--- src/rtl/dit_pkg.sv ---
package dit_pkg;
    localparam int HW   = 16;
    localparam int FW   = 2 * HW;
    localparam int PW   = 8;
    localparam int AW   = 4;
    localparam int NIRQ = 4;

    localparam logic [AW-1:0] ADR_CFG    = 4'd0;
    localparam logic [AW-1:0] ADR_CTRL   = 4'd1;
    localparam logic [AW-1:0] ADR_MODE_A = 4'd2;
    localparam logic [AW-1:0] ADR_MODE_B = 4'd3;
    localparam logic [AW-1:0] ADR_LOAD_A = 4'd4;
    localparam logic [AW-1:0] ADR_LOAD_B = 4'd5;
    localparam logic [AW-1:0] ADR_VAL_A  = 4'd6;
    localparam logic [AW-1:0] ADR_VAL_B  = 4'd7;
    localparam logic [AW-1:0] ADR_MAT_A  = 4'd8;
    localparam logic [AW-1:0] ADR_MAT_B  = 4'd9;
    localparam logic [AW-1:0] ADR_PRE_A  = 4'd10;
    localparam logic [AW-1:0] ADR_PRE_B  = 4'd11;
    localparam logic [AW-1:0] ADR_IMASK  = 4'd12;
    localparam logic [AW-1:0] ADR_IRAW   = 4'd13;
    localparam logic [AW-1:0] ADR_IMIS   = 4'd14;
    localparam logic [AW-1:0] ADR_ICLR   = 4'd15;

    typedef struct packed {
        logic up;
        logic periodic;
    } lane_mode_t;

    typedef struct packed {
        logic            full;
        logic            en_a;
        logic            stall_a;
        logic            en_b;
        logic            stall_b;
        lane_mode_t      mode_a;
        lane_mode_t      mode_b;
        logic [FW-1:0]   load_a;
        logic [FW-1:0]   match_a;
        logic [FW-1:0]   cnt_a;
        logic [HW-1:0]   load_b;
        logic [HW-1:0]   match_b;
        logic [HW-1:0]   cnt_b;
        logic [PW-1:0]   pre_a;
        logic [PW-1:0]   pre_b;
        logic [PW-1:0]   ps_a;
        logic [PW-1:0]   ps_b;
        logic [NIRQ-1:0] raw;
        logic [NIRQ-1:0] mask;
    } tmr_state_t;
endpackage

--- src/rtl/dit_prescale.sv ---
module dit_prescale #(
    parameter int PW = 8
) (
    input  logic          run,
    input  logic          bypass,
    input  logic [PW-1:0] pre,
    input  logic [PW-1:0] ps,
    output logic          tick,
    output logic [PW-1:0] ps_nxt
);
    always_comb begin
        tick   = run && (bypass || (ps == pre));
        ps_nxt = ps;
        if (run && !bypass) begin
            ps_nxt = tick ? '0 : ps + 1'b1;
        end
    end
endmodule

--- src/rtl/dit_lane.sv ---
module dit_lane #(
    parameter int W  = 32,
    parameter int HW = 16
) (
    input  logic         wide,
    input  logic         step,
    input  logic         periodic,
    input  logic         up,
    input  logic [W-1:0] cur,
    input  logic [W-1:0] load,
    input  logic [W-1:0] match,
    output logic [W-1:0] nxt,
    output logic         timeout,
    output logic         hit
);
    localparam logic [W-1:0] HMASK = {W{1'b1}} >> (W - HW);

    logic [W-1:0] m;
    logic [W-1:0] c;
    logic [W-1:0] l;
    logic         term;

    always_comb begin
        m    = wide ? {W{1'b1}} : HMASK;
        c    = cur & m;
        l    = load & m;
        term = up ? (c == l) : (c == '0);
        if (!step) begin
            nxt = c;
        end else if (term) begin
            nxt = periodic ? (up ? '0 : l) : c;
        end else begin
            nxt = up ? c + 1'b1 : c - 1'b1;
        end
        nxt     = nxt & m;
        timeout = step && term;
        hit     = step && (nxt == (match & m));
    end
endmodule

--- src/rtl/dual_interval_timer.sv ---
module dual_interval_timer
    import dit_pkg::*;
(
    input  logic          clk,
    input  logic          rst_n,
    input  logic          wr_en,
    input  logic [AW-1:0] wr_addr,
    input  logic [FW-1:0] wr_data,
    input  logic [AW-1:0] rd_addr,
    output logic [FW-1:0] rd_data,
    input  logic          dbg_halt,
    output logic          irq
);
    localparam logic [FW-1:0] HALF_MASK = {{HW{1'b0}}, {HW{1'b1}}};

    tmr_state_t s_d, s_q;

    logic          run_a, run_b, tick_a, tick_b;
    logic [PW-1:0] psn_a, psn_b;
    logic [FW-1:0] nxt_a;
    logic [HW-1:0] nxt_b;
    logic          to_a, to_b, hit_a, hit_b;
    logic [FW-1:0] amask;
    logic [NIRQ-1:0] ev;

    assign run_a = s_q.en_a && !(s_q.stall_a && dbg_halt);
    assign run_b = s_q.en_b && !s_q.full && !(s_q.stall_b && dbg_halt);

    dit_prescale #(.PW(PW)) u_ps_a (
        .run(run_a), .bypass(s_q.full), .pre(s_q.pre_a), .ps(s_q.ps_a),
        .tick(tick_a), .ps_nxt(psn_a)
    );

    dit_prescale #(.PW(PW)) u_ps_b (
        .run(run_b), .bypass(1'b0), .pre(s_q.pre_b), .ps(s_q.ps_b),
        .tick(tick_b), .ps_nxt(psn_b)
    );

    dit_lane #(.W(FW), .HW(HW)) u_lane_a (
        .wide(s_q.full), .step(tick_a),
        .periodic(s_q.mode_a.periodic), .up(s_q.mode_a.up),
        .cur(s_q.cnt_a), .load(s_q.load_a), .match(s_q.match_a),
        .nxt(nxt_a), .timeout(to_a), .hit(hit_a)
    );

    dit_lane #(.W(HW), .HW(HW)) u_lane_b (
        .wide(1'b1), .step(tick_b),
        .periodic(s_q.mode_b.periodic), .up(s_q.mode_b.up),
        .cur(s_q.cnt_b), .load(s_q.load_b), .match(s_q.match_b),
        .nxt(nxt_b), .timeout(to_b), .hit(hit_b)
    );

    always_comb begin
        amask = s_q.full ? {FW{1'b1}} : HALF_MASK;
        ev    = {hit_b, to_b, hit_a, to_a};

        s_d       = s_q;
        s_d.cnt_a = nxt_a;
        s_d.cnt_b = nxt_b;
        s_d.ps_a  = psn_a;
        s_d.ps_b  = psn_b;
        s_d.raw   = s_q.raw | ev;
        if (to_a && !s_q.mode_a.periodic) s_d.en_a = 1'b0;
        if (to_b && !s_q.mode_b.periodic) s_d.en_b = 1'b0;

        if (wr_en) begin
            case (wr_addr)
                ADR_CFG: begin
                    s_d.full = wr_data[0];
                    s_d.en_a = 1'b0;
                    s_d.en_b = 1'b0;
                    s_d.ps_a = '0;
                    s_d.ps_b = '0;
                end
                ADR_CTRL: begin
                    s_d.en_a    = wr_data[0];
                    s_d.stall_a = wr_data[1];
                    s_d.en_b    = wr_data[2];
                    s_d.stall_b = wr_data[3];
                end
                ADR_MODE_A: s_d.mode_a = '{up: wr_data[1], periodic: wr_data[0]};
                ADR_MODE_B: s_d.mode_b = '{up: wr_data[1], periodic: wr_data[0]};
                ADR_LOAD_A: begin
                    s_d.load_a = wr_data;
                    if (s_q.en_a) begin
                        s_d.cnt_a = s_q.mode_a.up ? '0 : (wr_data & amask);
                        s_d.ps_a  = '0;
                    end
                end
                ADR_LOAD_B: begin
                    s_d.load_b = wr_data[HW-1:0];
                    if (s_q.en_b && !s_q.full) begin
                        s_d.cnt_b = s_q.mode_b.up ? '0 : wr_data[HW-1:0];
                        s_d.ps_b  = '0;
                    end
                end
                ADR_VAL_A: begin
                    s_d.cnt_a = wr_data & amask;
                    s_d.ps_a  = '0;
                end
                ADR_VAL_B: begin
                    s_d.cnt_b = wr_data[HW-1:0];
                    s_d.ps_b  = '0;
                end
                ADR_MAT_A: s_d.match_a = wr_data;
                ADR_MAT_B: s_d.match_b = wr_data[HW-1:0];
                ADR_PRE_A: s_d.pre_a   = wr_data[PW-1:0];
                ADR_PRE_B: s_d.pre_b   = wr_data[PW-1:0];
                ADR_IMASK: s_d.mask    = wr_data[NIRQ-1:0];
                ADR_ICLR:  s_d.raw     = (s_q.raw & ~wr_data[NIRQ-1:0]) | ev;
                default: ;
            endcase
        end
    end

    always_ff @(posedge clk or negedge rst_n) begin
        if (!rst_n) s_q <= '0;
        else        s_q <= s_d;
    end

    always_comb begin
        rd_data = '0;
        case (rd_addr)
            ADR_CFG:    rd_data = FW'(s_q.full);
            ADR_CTRL:   rd_data = FW'({s_q.stall_b, s_q.en_b, s_q.stall_a, s_q.en_a});
            ADR_MODE_A: rd_data = FW'({s_q.mode_a.up, s_q.mode_a.periodic});
            ADR_MODE_B: rd_data = FW'({s_q.mode_b.up, s_q.mode_b.periodic});
            ADR_LOAD_A: rd_data = s_q.load_a;
            ADR_LOAD_B: rd_data = FW'(s_q.load_b);
            ADR_VAL_A:  rd_data = s_q.cnt_a;
            ADR_VAL_B:  rd_data = FW'(s_q.cnt_b);
            ADR_MAT_A:  rd_data = s_q.match_a;
            ADR_MAT_B:  rd_data = FW'(s_q.match_b);
            ADR_PRE_A:  rd_data = FW'(s_q.pre_a);
            ADR_PRE_B:  rd_data = FW'(s_q.pre_b);
            ADR_IMASK:  rd_data = FW'(s_q.mask);
            ADR_IRAW:   rd_data = FW'(s_q.raw);
            ADR_IMIS:   rd_data = FW'(s_q.raw & s_q.mask);
            default:    rd_data = '0;
        endcase
    end

    assign irq = |(s_q.raw & s_q.mask);
endmodule

--- config.mk ---
export PLATFORM = sky130hd
export DESIGN_NAME = dual_interval_timer
export DESIGN_NICKNAME = d
export VERILOG_FILES = /design/src/rtl/dit_pkg.sv /design/src/rtl/dit_prescale.sv /design/src/rtl/dit_lane.sv /design/src/rtl/dual_interval_timer.sv
export SDC_FILE = /design/constraint.sdc
export NUM_CORES = 1
export LEC_CHECK = 0
export BUFFER_PORTS_ARGS = -buffer_cell sky130_fd_sc_hd__buf_2
export CAP_MARGIN = 20
export CORE_UTILIZATION = 57
export DETAILED_ROUTE_END_ITERATION = 6
export PLACE_DENSITY = 0.78
export SETUP_SLACK_MARGIN = 0.3
export SLEW_MARGIN = 10
export SYNTH_ARGS = -nofsm -noshare
export SYNTH_HDL_FRONTEND = slang
export SYNTH_HIERARCHICAL = 1
export SYNTH_SLANG_ARGS = --single-unit
export TNS_END_PERCENT = 100
--- constraint.sdc ---
create_clock -name clk -period 4.65 [get_ports clk]
set_input_delay 0.2325 -clock clk [delete_from_list [all_inputs] [get_ports clk]]
set_output_delay 0.2325 -clock clk [all_outputs]
set_load 0.01 [all_outputs]
### After elaboration in Yosys (flattened, before gate mapping)

Cells that the tools add are included.

| storage, ports and cells | value |
|---|---|
| input bits | 44 |
| output and inout port bits | 33 |
| flip-flop bits (word level) | 193 |
| logic and storage cells | 154 |

| operators by class | value |
|---|---|
| eq/ne operators | 33 |
| reductions and logical operators | 38 |
| add/sub/neg operators | 6 |
| bitwise logic cells | 11 |
| multiplexer cells | 45 |

Operators by type and width:

| cell | count |
|---|---|
| $pmux 32 s15 | 1 |
| $mux 32 | 10 |
| $mux 192 | 1 |
| $and 32x32->32 | 5 |
| $mux 16 | 9 |
| $eq 32x32->1 | 2 |
| $mux 8 | 8 |
| $pmux 32 s2 | 1 |
| $eq 4x4->1 const B | 13 |
| $add 32x1->32 const B | 1 |
| $eq 16x16->1 | 2 |
| $eq 4x3->1 const B | 8 |
| $logic_not 32->1 | 1 |
| $pmux 16 s2 | 1 |
| $pmux 8 s2 | 2 |
| $sub 32x1->32 const B | 1 |
| $reduce_and 2->1 | 11 |
| $add 16x1->16 const B | 1 |
| $add 8x1->8 const B | 2 |
| $eq 4x2->1 const B | 4 |
| $eq 8x8->1 | 2 |
| $logic_not 16->1 | 1 |
| $sub 16x1->16 const B | 1 |
| $logic_and 1x1->1 | 14 |
| other kinds (13) | 31 |

### Longest topological paths before layout

Gate-level depths: netlist (run 1).

| logic depth | value |
|---|---|
| word-level depth | 12 |
| gate-level depth with buffers | 19 |
| gate-level depth less buffers | 15 |

### Modules after synthesis

Netlist (run 1), hierarchy kept.

Modules (own cells, without submodules):

| module | area each (sq um) | sequential area each (sq um) | cells an instance | instances |
|---|---|---|---|---|
| dual_interval_timer | 8639.5 | 4829.6 | 661 | 1 |
| dit_lane (u_lane_a) | 4048.9 | 0.0 | 626 | 1 |
| dit_lane (u_lane_b) | 1924.3 | 0.0 | 282 | 1 |
| dit_prescale | 329.1 | 0.0 | 48 | 2 |

### Worst setup path after synthesis (run 1)

OpenSTA, ideal clock, no wires.

| path | value |
|---|---|
| kind | reg-to-reg |
| from | register s_q[187] (netlist name) |
| to | register s_q[5] (netlist name) |
| arrival | 4613 ps |
| cell stages (with the launch flop) | 19 |
| buffers on the path | 3 |
| required time | 4584 ps |
| period minus slack after synthesis | 4679 ps |
| library setup time | 66 ps |
| path slack | -29 ps |
| path through | dfrtp_1 > clkinv_1 > clkbuf_1 > clkbuf_1 > ha_1 > clkbuf_1 > a21oi_1 > o21ai_0 > a221oi_1 > o211ai_1 > o21ai_0 > a31oi_1 > a31o_2 > a211oi_1 > xnor2_1 > nor3_1 > a41oi_1 > a2111oi_2 > nand2b_1 |

RTL lines:

| element | line | text |
|---|---|---|
| from (decl) | dual_interval_timer.sv:16 | `tmr_state_t s_d, s_q;` |
| from (signal assigned) | dual_interval_timer.sv:117 | `if (!rst_n) s_q <= '0;` |
| from (signal assigned) | dual_interval_timer.sv:118 | `else s_q <= s_d;` |

==> results.py, run 1 <==
metrics = {
    "pwr": {
        "p_leak_nw": 7.20,
        "power_per_cell_area_nw_per_um2": 576,
        "ir_worst_vdd_v": 0.000373,
    },
    "worst_setup_path": {
        "crit_chain": "xor2_1, nor4_1, nand4_1, o31a_1, o21ai_2, buf_12, nor3_1, a221o_1, xor2_1, nor4_1, and3_1, nand4_1, a2111oi_2, nand2b_1",
        "end_kind": "flip-flop",
        "critPathMaxFanout": 18,
        "timing.critical_path.from_type": "flip-flop",
        "path_class": "flip-flop to flip-flop",
        "crit_required_ns": 5.03,
        "critPathArrivalTime_ns": 4.67,
        "critical-path-top-delay-family": "simple AND/OR/NAND/NOR gates",
        "largest_stage_delay_on_the_critical_path_ns": 0.58,
        "timing.critical_path.slowest_stage_cell": "sky130_fd_sc_hd__dfrtp_1",
        "cp_num_buf_inv": 1,
    },
    "floorplan": {
        "die_h_um": 166,
        "die_w_um": 166,
        "die_area_um2": 27400,
        "floorplan.initialDensity_pct": 58.4,
        "row_count": 59,
        "core_region_area_um2": 26100,
        "boundaryPins": 77,
    },
    "timing": {
        "slack_of_the_critical_path_ns": 0.362,
        "fmax_ghz": 0.233,
        "report.final.setup_viol": 0,
        "worst_slew_margin_rel_pct": 24.6,
        "period_minus_slack_ns": 4.29,
        "maxSlewViolCount": 0,
        "skew_ns": 0.0124,
        "max_slew.worst_pin.slew_ns": 1.13,
        "hold_violations_final": 0,
        "setup_repair_after_global_routing_missed_its_margin": "yes",
        "period_share_pct": 92.2,
        "setup_total_negative_slack_ns": 0,
        "timing.hold.ws_ns": 0.0348,
    },
    "routing": {
        "routed-via-count": 14600,
        "detailedRoute.firstIterationViolations": 2507,
        "detail_route.drc_violations": 24,
        "routed_wirelength_mm": 53.7,
        "drtPass1Iterations": 7,
        "final_antenna_net_count": 0,
        "wire_per_inst_um": 26.2,
        "route.detailed.vias_per_inst": 7.12,
    },
    "flow_run": {
        "timing.max_cap.violations": 0,
    },
    "synth": {
        "syn-cell-area_um2": 15300,
        "postSynthAreaPerCell_um2": 9.17,
        "number_of_instances_in_the_synthesized_netlist": 1664,
        "ys_warn_count": 6,
    },
    "cts": {
        "worst_skew_pair.late_latency_ns": 0.45,
        "clkTransAtPathRegs_ns": 0.09,
        "clock_tree.buffer_depth": 2,
        "cts_made_buffers": 17,
        "cts-htree-levels": 4,
        "tritoncts": "done",
        "clock_tree.root_cell": "sky130_fd_sc_hd__clkbuf_16",
        "clock_sink_count": 193,
    },
    "cells_and_area": {
        "mostFrequentLayoutCell": "sky130_fd_sc_hd__dfrtp_1",
        "drive_above_1_share_pct": 20.0,
        "largest-register": "s_q",
        "final_nets": 1790,
        "layout-area-overhead-vs-synth_pct": 9.37,
        "insertedDiodeCount": 0,
        "finish.cell_count_without_fillers": 2054,
        "largest_register_ffs": 193,
        "final_cell_mix": "sky130_fd_sc_hd__dfrtp_1 (193), sky130_fd_sc_hd__nand2_1 (125), sky130_fd_sc_hd__mux2_2 (98), sky130_fd_sc_hd__xnor2_1 (93), sky130_fd_sc_hd__a21oi_1 (89)",
        "fin_util_pct": 63.9,
        "reg_top3": "s_q x193",
    },
    "outcome": {
        "run_status": "finished, violations left",
        "violations_in_the_final_reports": "DRC",
    },
    "hold_path": {
        "worst_min_delay_path_category": "input pin to flip-flop",
    },
    "global_route": {
        "grt_pass1_wl_mm": 82.7,
        "via_count_of_the_first_global_routing_pass": 13800,
        "grt_max_degree": 100,
        "total_grt_usage_pct": 38.8,
        "number_of_antenna_violations_at_the_first_check_in_global_routing": 1,
        "grt_overflow": 0,
    },
    "placement": {
        "place.detailed.instances": 2015,
        "dp_hpwl_mm": 39.3,
        "port_buffers": 76,
        "gp_routability_congestion": 1.02,
        "dp_slack_ns": 0.305,
    },
}
[worst reg2reg max path, stage by stage, from the launching register on]
cell and delay (ns):
sky130_fd_sc_hd__dfrtp_1 0.58, sky130_fd_sc_hd__xor2_1 0.25, sky130_fd_sc_hd__nor4_1 0.32, sky130_fd_sc_hd__nand4_1 0.13, sky130_fd_sc_hd__o31a_1 0.42, sky130_fd_sc_hd__o21ai_2 0.40, sky130_fd_sc_hd__buf_12 0.21, sky130_fd_sc_hd__nor3_1 0.08
sky130_fd_sc_hd__a221o_1 0.31, sky130_fd_sc_hd__xor2_1 0.20, sky130_fd_sc_hd__nor4_1 0.40, sky130_fd_sc_hd__and3_1 0.27, sky130_fd_sc_hd__nand4_1 0.20, sky130_fd_sc_hd__a2111oi_2 0.32, sky130_fd_sc_hd__nand2b_1 0.14
[final cells by class]
cell class | count | area [um^2]
Timing Repair Buffer | 121 | 774
Inverter | 65 | 244
Fill cell | 2249 | 9440
Multi-Input combinational cell | 1308 | 9780
Tap cell | 335 | 419
Clock inverter | 15 | 225
Sequential cell | 193 | 4830
Clock buffer | 17 | 425
[metrics by stage]
step | cell area, um^2 | power, mW
after floorplan | 15300 | 6.22
final | 16700 | 9.61
after global placement | 15900 | 7.67
after CTS | 16600 | 9.36
after detailed placement | 15900 | 7.71
after global routing | 16700 | 10.1
[what timing repair did]
item / CTS / global route
pin swaps: 0 / 3
resized for setup: 1 / 12
setup buffers: 0 / 5
hold endpoints to repair: 97 / 0
hold buffers: 1 / 0
setup endpoints to repair: 1 / 2
[power by group]
part	switching (mW)	leakage (nW)	internal (mW)	total, mW
combinational	2.88	4.48	2.15	5.03
clock	0.861	0.311	0.764	1.63
sequential	0.863	2.41	2.09	2.96
total	4.61	7.20	5.01	9.61
[routing by layer]
metal  global-route usage, %  up-vias  routed length (um)
met5                       0        -                  13
met4                    15.4        2                2310
met3                    6.43      185                5180
met2                    60.1      985               24100
met1                    54.2     7145               22200
li1                        -     6305                   -
[worst paths after layout]
path	from	to	slack, ns	cells past startpoint
setup / recovery	s_q[104]$_DFF_PN0_	s_q[5]$_DFF_PN0_	0.36	14
hold / removal	wr_data[29]	s_q[117]$_DFF_PN0_	0.03	2
setup reg to reg	s_q[104]$_DFF_PN0_	s_q[5]$_DFF_PN0_	0.36	14
hold reg to reg	s_q[2]$_DFFE_PN0P_	s_q[2]$_DFFE_PN0P_	0.55	1
max in group asynchronous	rst_n	s_q[43]$_DFF_PN0_	3.01	3
min in group asynchronous	rst_n	s_q[131]$_DFFE_PN0P_	0.42	2
(Power assumes the default switching activity.)
==> run 2, diff against run 1 <==
CAP_MARGIN = 15   (was 20)
CELL_PAD_IN_SITES_DETAIL_PLACEMENT = 0   (was unset)
CELL_PAD_IN_SITES_GLOBAL_PLACEMENT = 1   (was unset)
CORE_UTILIZATION = 44   (was 57)
PLACE_DENSITY = unset   (was 0.78)
PLACE_DENSITY_LB_ADDON = 0.1   (was unset)
==> run 2 against run 1 <==
Effect of this change:
- the run still ends with DRC left
- global-route usage shrank 5.3 points
- cell count up 5.6%
- clock power shrank 9%
- utilization fell by 14 points
- die area rose by 29%
- critical endpoint unchanged
- sequential power about the same
==> results.py, run 2 (same netlist as run 1, synthesis figures left out) <==
metrics = {
    "outcome": {
        "run_status": "finished, violations left",
        "violations_in_the_final_reports": "DRC",
    },
    "routing": {
        "detailedRoute.firstIterationViolations": 1653,
        "detail_route.drc_violations": 2,
        "final_antenna_net_count": 0,
        "routed-via-count": 14200,
        "drtPass1Iterations": 7,
        "routed_wirelength_mm": 59.3,
        "wire_per_inst_um": 27.3,
        "route.detailed.vias_per_inst": 6.56,
    },
    "timing": {
        "hold_violations_final": 0,
        "period_minus_slack_ns": 4.18,
        "report.final.setup_viol": 0,
        "maxSlewViolCount": 0,
        "fmax_ghz": 0.239,
        "max_slew.worst_pin.slew_ns": 1.23,
        "period_share_pct": 90.0,
        "worst_slew_margin_rel_pct": 17.4,
        "timing.hold.ws_ns": 0.0265,
        "skew_ns": 0.0187,
        "setup_total_negative_slack_ns": 0,
        "setup_repair_after_global_routing_missed_its_margin": "no",
    },
    "global_route": {
        "total_grt_usage_pct": 33.5,
        "number_of_antenna_violations_at_the_first_check_in_global_routing": 0,
        "via_count_of_the_first_global_routing_pass": 13900,
        "grt_overflow": 0,
        "grt_max_degree": 111,
        "grt_pass1_wl_mm": 89.2,
    },
    "cells_and_area": {
        "mostFrequentLayoutCell": "sky130_fd_sc_hd__dfrtp_1",
        "largest_register_ffs": 193,
        "final_nets": 1793,
        "final_cell_mix": "sky130_fd_sc_hd__dfrtp_1 (191), sky130_fd_sc_hd__nand2_1 (125), sky130_fd_sc_hd__mux2_2 (98), sky130_fd_sc_hd__xnor2_1 (93), sky130_fd_sc_hd__a21oi_1 (90)",
        "drive_above_1_share_pct": 20.2,
        "insertedDiodeCount": 0,
        "layout-area-overhead-vs-synth_pct": 10.1,
        "reg_top3": "s_q x193",
        "largest-register": "s_q",
    },
    "cts": {
        "clock_sink_count": 193,
        "worst_skew_pair.late_latency_ns": 0.46,
        "clock_tree.buffer_depth": 2,
        "tritoncts": "done",
        "clkTransAtPathRegs_ns": 0.09,
        "clock_tree.root_cell": "sky130_fd_sc_hd__clkbuf_16",
        "cts_made_buffers": 17,
        "cts-htree-levels": 4,
    },
    "worst_setup_path": {
        "timing.critical_path.from_type": "flip-flop",
        "path_class": "flip-flop to flip-flop",
        "critPathMaxFanout": 47,
        "end_kind": "flip-flop",
        "critPathArrivalTime_ns": 4.58,
        "crit_required_ns": 5.05,
    },
    "hold_path": {
        "worst_min_delay_path_category": "input pin to flip-flop",
    },
    "floorplan": {
        "floorplan.initialDensity_pct": 45.1,
        "core_region_area_um2": 33900,
        "row_count": 67,
        "die_w_um": 188,
        "die_area_um2": 35400,
        "die_h_um": 188,
        "boundaryPins": 77,
    },
    "pwr": {
        "ir_worst_vdd_v": 0.000323,
        "post-layout-total-power_mw": 9.62,
        "p_leak_nw": 7.18,
        "power_per_cell_area_nw_per_um2": 572,
    },
    "placement": {
        "port_buffers": 76,
        "gp_routability_congestion": 1.01,
        "dp_hpwl_mm": 44.4,
    },
    "flow_run": {
        "timing.max_cap.violations": 0,
    },
}
run 2: changes by cell type in the layout (fill, tap and decap cells not counted), sizes merged:
cell,delta
bufinv,+1
inv,-2
clkinv,-2
buf,+3
clkinvlp,+3
run 2: cell type report:
class,instances,area [um^2]
flip-flops and latches,193,4830
well taps,448,561
clock buffers,17,425
fillers,3285,17100
inverters,65,244
multi-input cells,1308,9810
repair buffers,124,777
clock inverters,15,151
run 2: per-layer routing:
layer  up-vias  track usage [%]  share of wire [%]
li1       6323                -                  -
met1      7134             43.5                 42
met2       647             54.9                 48
met3       133             4.49                5.9
met4         0             16.0                4.7
met5         -                0                  0
run 2: path summary, 6_finish.rpt:
kind / start / end / slack [ns] / cells past startpoint
max: s_q[187]$_DFFE_PN0P_ / s_q[5]$_DFF_PN0_ / 0.47 / 16
min: wr_data[27] / s_q[115]$_DFF_PN0_ / 0.03 / 2
max reg2reg: s_q[187]$_DFFE_PN0P_ / s_q[5]$_DFF_PN0_ / 0.47 / 16
min reg2reg: s_q[190]$_DFFE_PN0P_ / s_q[190]$_DFFE_PN0P_ / 0.54 / 1
max in group asynchronous: rst_n / s_q[99]$_DFF_PN0_ / 2.92 / 3
min in group asynchronous: rst_n / s_q[147]$_DFFE_PN0P_ / 0.44 / 2
run 2: through the flow:
stage | area, um^2 | util (%) | setup slack [ns] | std cells
6_report | 16800 | 49.6 | 0.467 | 2170
5_1_grt | 16800 | 49.6 | 0.318 | 2170
3_5_place_dp | 16100 | 47.6 | 0.0924 | 2136
4_1_cts | 16700 | 49.3 | 0.304 | 2169
2_1_floorplan | 15300 | - | 0.359 | 1667
3_3_place_gp | 16100 | 47.6 | 0.108 | 2136
run 2: critical path, cell delays in order (launching register included):
cell and delay (ns):
sky130_fd_sc_hd__dfrtp_1 0.40, sky130_fd_sc_hd__clkinv_1 0.12, sky130_fd_sc_hd__buf_12 0.20, sky130_fd_sc_hd__ha_1 0.30, sky130_fd_sc_hd__a21oi_1 0.08, sky130_fd_sc_hd__nand4b_1 0.22, sky130_fd_sc_hd__a21oi_1 0.29, sky130_fd_sc_hd__nor2_1 0.12
sky130_fd_sc_hd__o21ai_0 0.58, sky130_fd_sc_hd__xor2_1 0.44, sky130_fd_sc_hd__xnor2_1 0.17, sky130_fd_sc_hd__a21oi_1 0.11, sky130_fd_sc_hd__nor4_1 0.29, sky130_fd_sc_hd__and3_1 0.20, sky130_fd_sc_hd__nand4_1 0.13, sky130_fd_sc_hd__a2111oi_2 0.32
sky130_fd_sc_hd__nand2b_1 0.15
run 2: power breakdown:
| part | switching, mW | total (mW) | internal (mW) |
|---|---|---|---|
| Sequential | 0.872 | 2.97 | 2.10 |
| Combinational | 3.02 | 5.16 | 2.14 |
| Clock | 0.729 | 1.49 | 0.757 |
| Total | 4.62 | 9.62 | 4.99 |
run 2: timing repair:
action                                  4_1_cts  5_1_grt
gates resized for setup                       3       18
endpoints found under the hold margin        91        0
hold buffers                                  1        0
pin swaps                                     0        2
endpoints found under the setup margin        1        1
buffers inserted                              0        1
==> run 3, diff against run 2 <==
CORE_UTILIZATION = 45   (was 44)
CTS_BUF_LIST = sky130_fd_sc_hd__clkbuf_4 sky130_fd_sc_hd__clkbuf_8   (was unset)
HOLD_SLACK_MARGIN = 0.08   (was unset)
==> run 3 against run 2 <==
Effect of this change:
- the flow now finishes without violations
- routed wire length about the same
- flip-flop and latch count is the same
- maximum frequency down 0.83%
- cell count rose by 1.7%
- worst hold slack gained 0.087 ns
- highest routed layer unchanged
==> results.py, run 3 (same netlist as run 1, synthesis figures left out) <==
metrics = {
    "placement": {
        "dp_slack_ns": 0.119,
        "dpl-instance-area_um2": 16200,
        "place.detailed.instances": 2146,
        "gp_routability_congestion": 0.986,
        "dp_hpwl_mm": 44.3,
        "port_buffers": 76,
    },
    "routing": {
        "routed-via-count": 14300,
        "detailedRoute.firstIterationViolations": 1736,
        "routed_wirelength_mm": 59.2,
        "route.detailed.vias_per_inst": 6.48,
        "drtPass1Iterations": 7,
        "final_antenna_net_count": 0,
        "detail_route.drc_violations": 0,
        "wire_per_inst_um": 26.9,
    },
    "worst_setup_path": {
        "critPathArrivalTime_ns": 4.68,
        "critPathMaxFanout": 15,
        "cp-startpoint": "s_q[98]$_DFF_PN0_",
        "rr_endpoint": "s_q[5]$_DFF_PN0_",
        "timing.critical_path.from_type": "flip-flop",
        "crit_required_ns": 5.11,
        "timing.rr.start": "s_q[98]$_DFF_PN0_",
        "end_kind": "flip-flop",
        "path_class": "flip-flop to flip-flop",
        "r2r.worst_path.cells": 14,
        "rrSetupSlack_ns": 0.43,
    },
    "cells_and_area": {
        "drive_above_1_share_pct": 20.5,
        "final_nets": 1829,
        "final_cell_mix": "sky130_fd_sc_hd__dfrtp_1 (190), sky130_fd_sc_hd__nand2_1 (125), sky130_fd_sc_hd__mux2_2 (98), sky130_fd_sc_hd__xnor2_1 (93), sky130_fd_sc_hd__a21oi_1 (91)",
        "insertedDiodeCount": 0,
        "reg_top3": "s_q x193",
        "final_design_area_no_fill_um2": 17000,
        "mostFrequentLayoutCell": "sky130_fd_sc_hd__dfrtp_1",
        "finish.cell_count_without_fillers": 2206,
        "largest-register": "s_q",
        "layout-area-overhead-vs-synth_pct": 11.2,
        "largest_register_ffs": 193,
    },
    "floorplan": {
        "die_area_um2": 34700,
        "floorplan.initialDensity_pct": 45.6,
        "core_region_area_um2": 33400,
        "die_h_um": 186,
        "row_count": 67,
        "die_w_um": 186,
        "boundaryPins": 77,
    },
    "cts": {
        "clock_sink_count": 193,
        "clock_tree.root_cell": "sky130_fd_sc_hd__clkbuf_8",
        "worst_skew_pair.late_latency_ns": 0.52,
        "cts_made_buffers": 17,
        "clock_tree.buffer_depth": 2,
        "tritoncts": "done",
        "cts-htree-levels": 4,
        "clkTransAtPathRegs_ns": 0.13,
    },
    "global_route": {
        "grt_pass1_wl_mm": 89.1,
        "via_count_of_the_first_global_routing_pass": 14100,
        "grt_overflow": 0,
        "total_grt_usage_pct": 34.9,
        "number_of_antenna_violations_at_the_first_check_in_global_routing": 0,
        "grt_max_degree": 100,
    },
    "timing": {
        "period_share_pct": 90.7,
        "skew_ns": 0.0288,
        "fmax_ghz": 0.237,
        "hold_violations_final": 0,
        "maxSlewViolCount": 0,
        "setup_total_negative_slack_ns": 0,
        "report.final.setup_viol": 0,
        "worst_slew_margin_rel_pct": 26.7,
        "slack_of_the_critical_path_ns": 0.432,
        "max_slew.worst_pin.slew_ns": 1.10,
        "period_minus_slack_ns": 4.22,
        "setup_repair_after_global_routing_missed_its_margin": "no",
    },
    "pwr": {
        "ir_worst_vdd_v": 0.000302,
        "power_per_cell_area_nw_per_um2": 554,
        "post-layout-total-power_mw": 9.40,
        "p_leak_nw": 7.28,
    },
    "outcome": {
        "run_status": "completed",
    },
    "hold_path": {
        "worst_hold_path.num_cells": 3,
        "hold_start": "wr_data[2]",
        "hold_end": "s_q[189]$_DFF_PN0_",
        "worst_min_delay_path_category": "input pin to flip-flop",
    },
    "flow_run": {
        "timing.max_cap.violations": 0,
    },
}
==> run 3: how the worst max path moves through the flow <==
stage,endpoint,cells past startpoint,slack (ns)
5_1_grt,s_q[5]$_DFF_PN0_,15,0.31
4_1_cts,s_q[5]$_DFF_PN0_,16,0.31
3_3_place_gp,s_q[5]$_DFF_PN0_,17,0.30
2_1_floorplan,s_q[5]$_DFF_PN0_,18,0.36
6_report,s_q[5]$_DFF_PN0_,14,0.43
3_5_place_dp,s_q[5]$_DFF_PN0_,17,0.12
==> run 3: critical path, cell delays in order, from the launching register on <==
cell and delay [ns]:
sky130_fd_sc_hd__dfrtp_1 0.48, sky130_fd_sc_hd__buf_4 0.20, sky130_fd_sc_hd__nor4_2 0.32, sky130_fd_sc_hd__nand4_1 0.22
sky130_fd_sc_hd__or3_1 0.51, sky130_fd_sc_hd__o21a_1 0.18, sky130_fd_sc_hd__buf_4 0.21, sky130_fd_sc_hd__nand2_1 0.24
sky130_fd_sc_hd__o21ai_0 0.11, sky130_fd_sc_hd__a222oi_1 0.44, sky130_fd_sc_hd__o211ai_1 0.23, sky130_fd_sc_hd__a2111oi_2 0.29
sky130_fd_sc_hd__nand4_1 0.24, sky130_fd_sc_hd__a2111oi_2 0.34, sky130_fd_sc_hd__nand2b_1 0.16
==> run 3: power breakdown <==
part	total, mW	internal, mW	switching, mW
clock	1.25	0.574	0.674
combinational	5.20	2.20	3.00
sequential	2.95	2.09	0.856
==> run 3: repair_timing <==
item | CTS | global route
hold endpoints to repair | 175 | 0
hold buffers | 25 | 0
gates resized for setup | 1 | 19
endpoints found under the setup margin | 1 | 1
pin swaps | 0 | 3
setup buffers | 0 | 3
==> run 3: through the flow <==
step | hold slack, ns | utilization (%)
floorplan | -0.0631 | -
global placement | 0.386 | 48.4
detailed placement | 0.381 | 48.4
CTS | 0.0883 | 50.5
global route | 0.0999 | 50.7
finish | 0.114 | 50.7
==> run 3: layout make-up <==
class | instances | area [um^2]
well taps | 448 | 561
fillers | 3230 | 16500
multi-input cells | 1308 | 9790
repair buffers | 160 | 1110
clock buffers | 20 | 263
clock inverters | 12 | 174
flip-flops and latches | 193 | 4830
inverters | 65 | 245
==> run 3: layer usage <==
metal  wire [um]  global-route usage [%]  up-vias
met5           0                       0        -
met4        4010                    22.1        0
met3        3150                    4.89      155
met2       27400                    55.6      618
met1       24700                    44.6     7143
li1            -                       -     6376
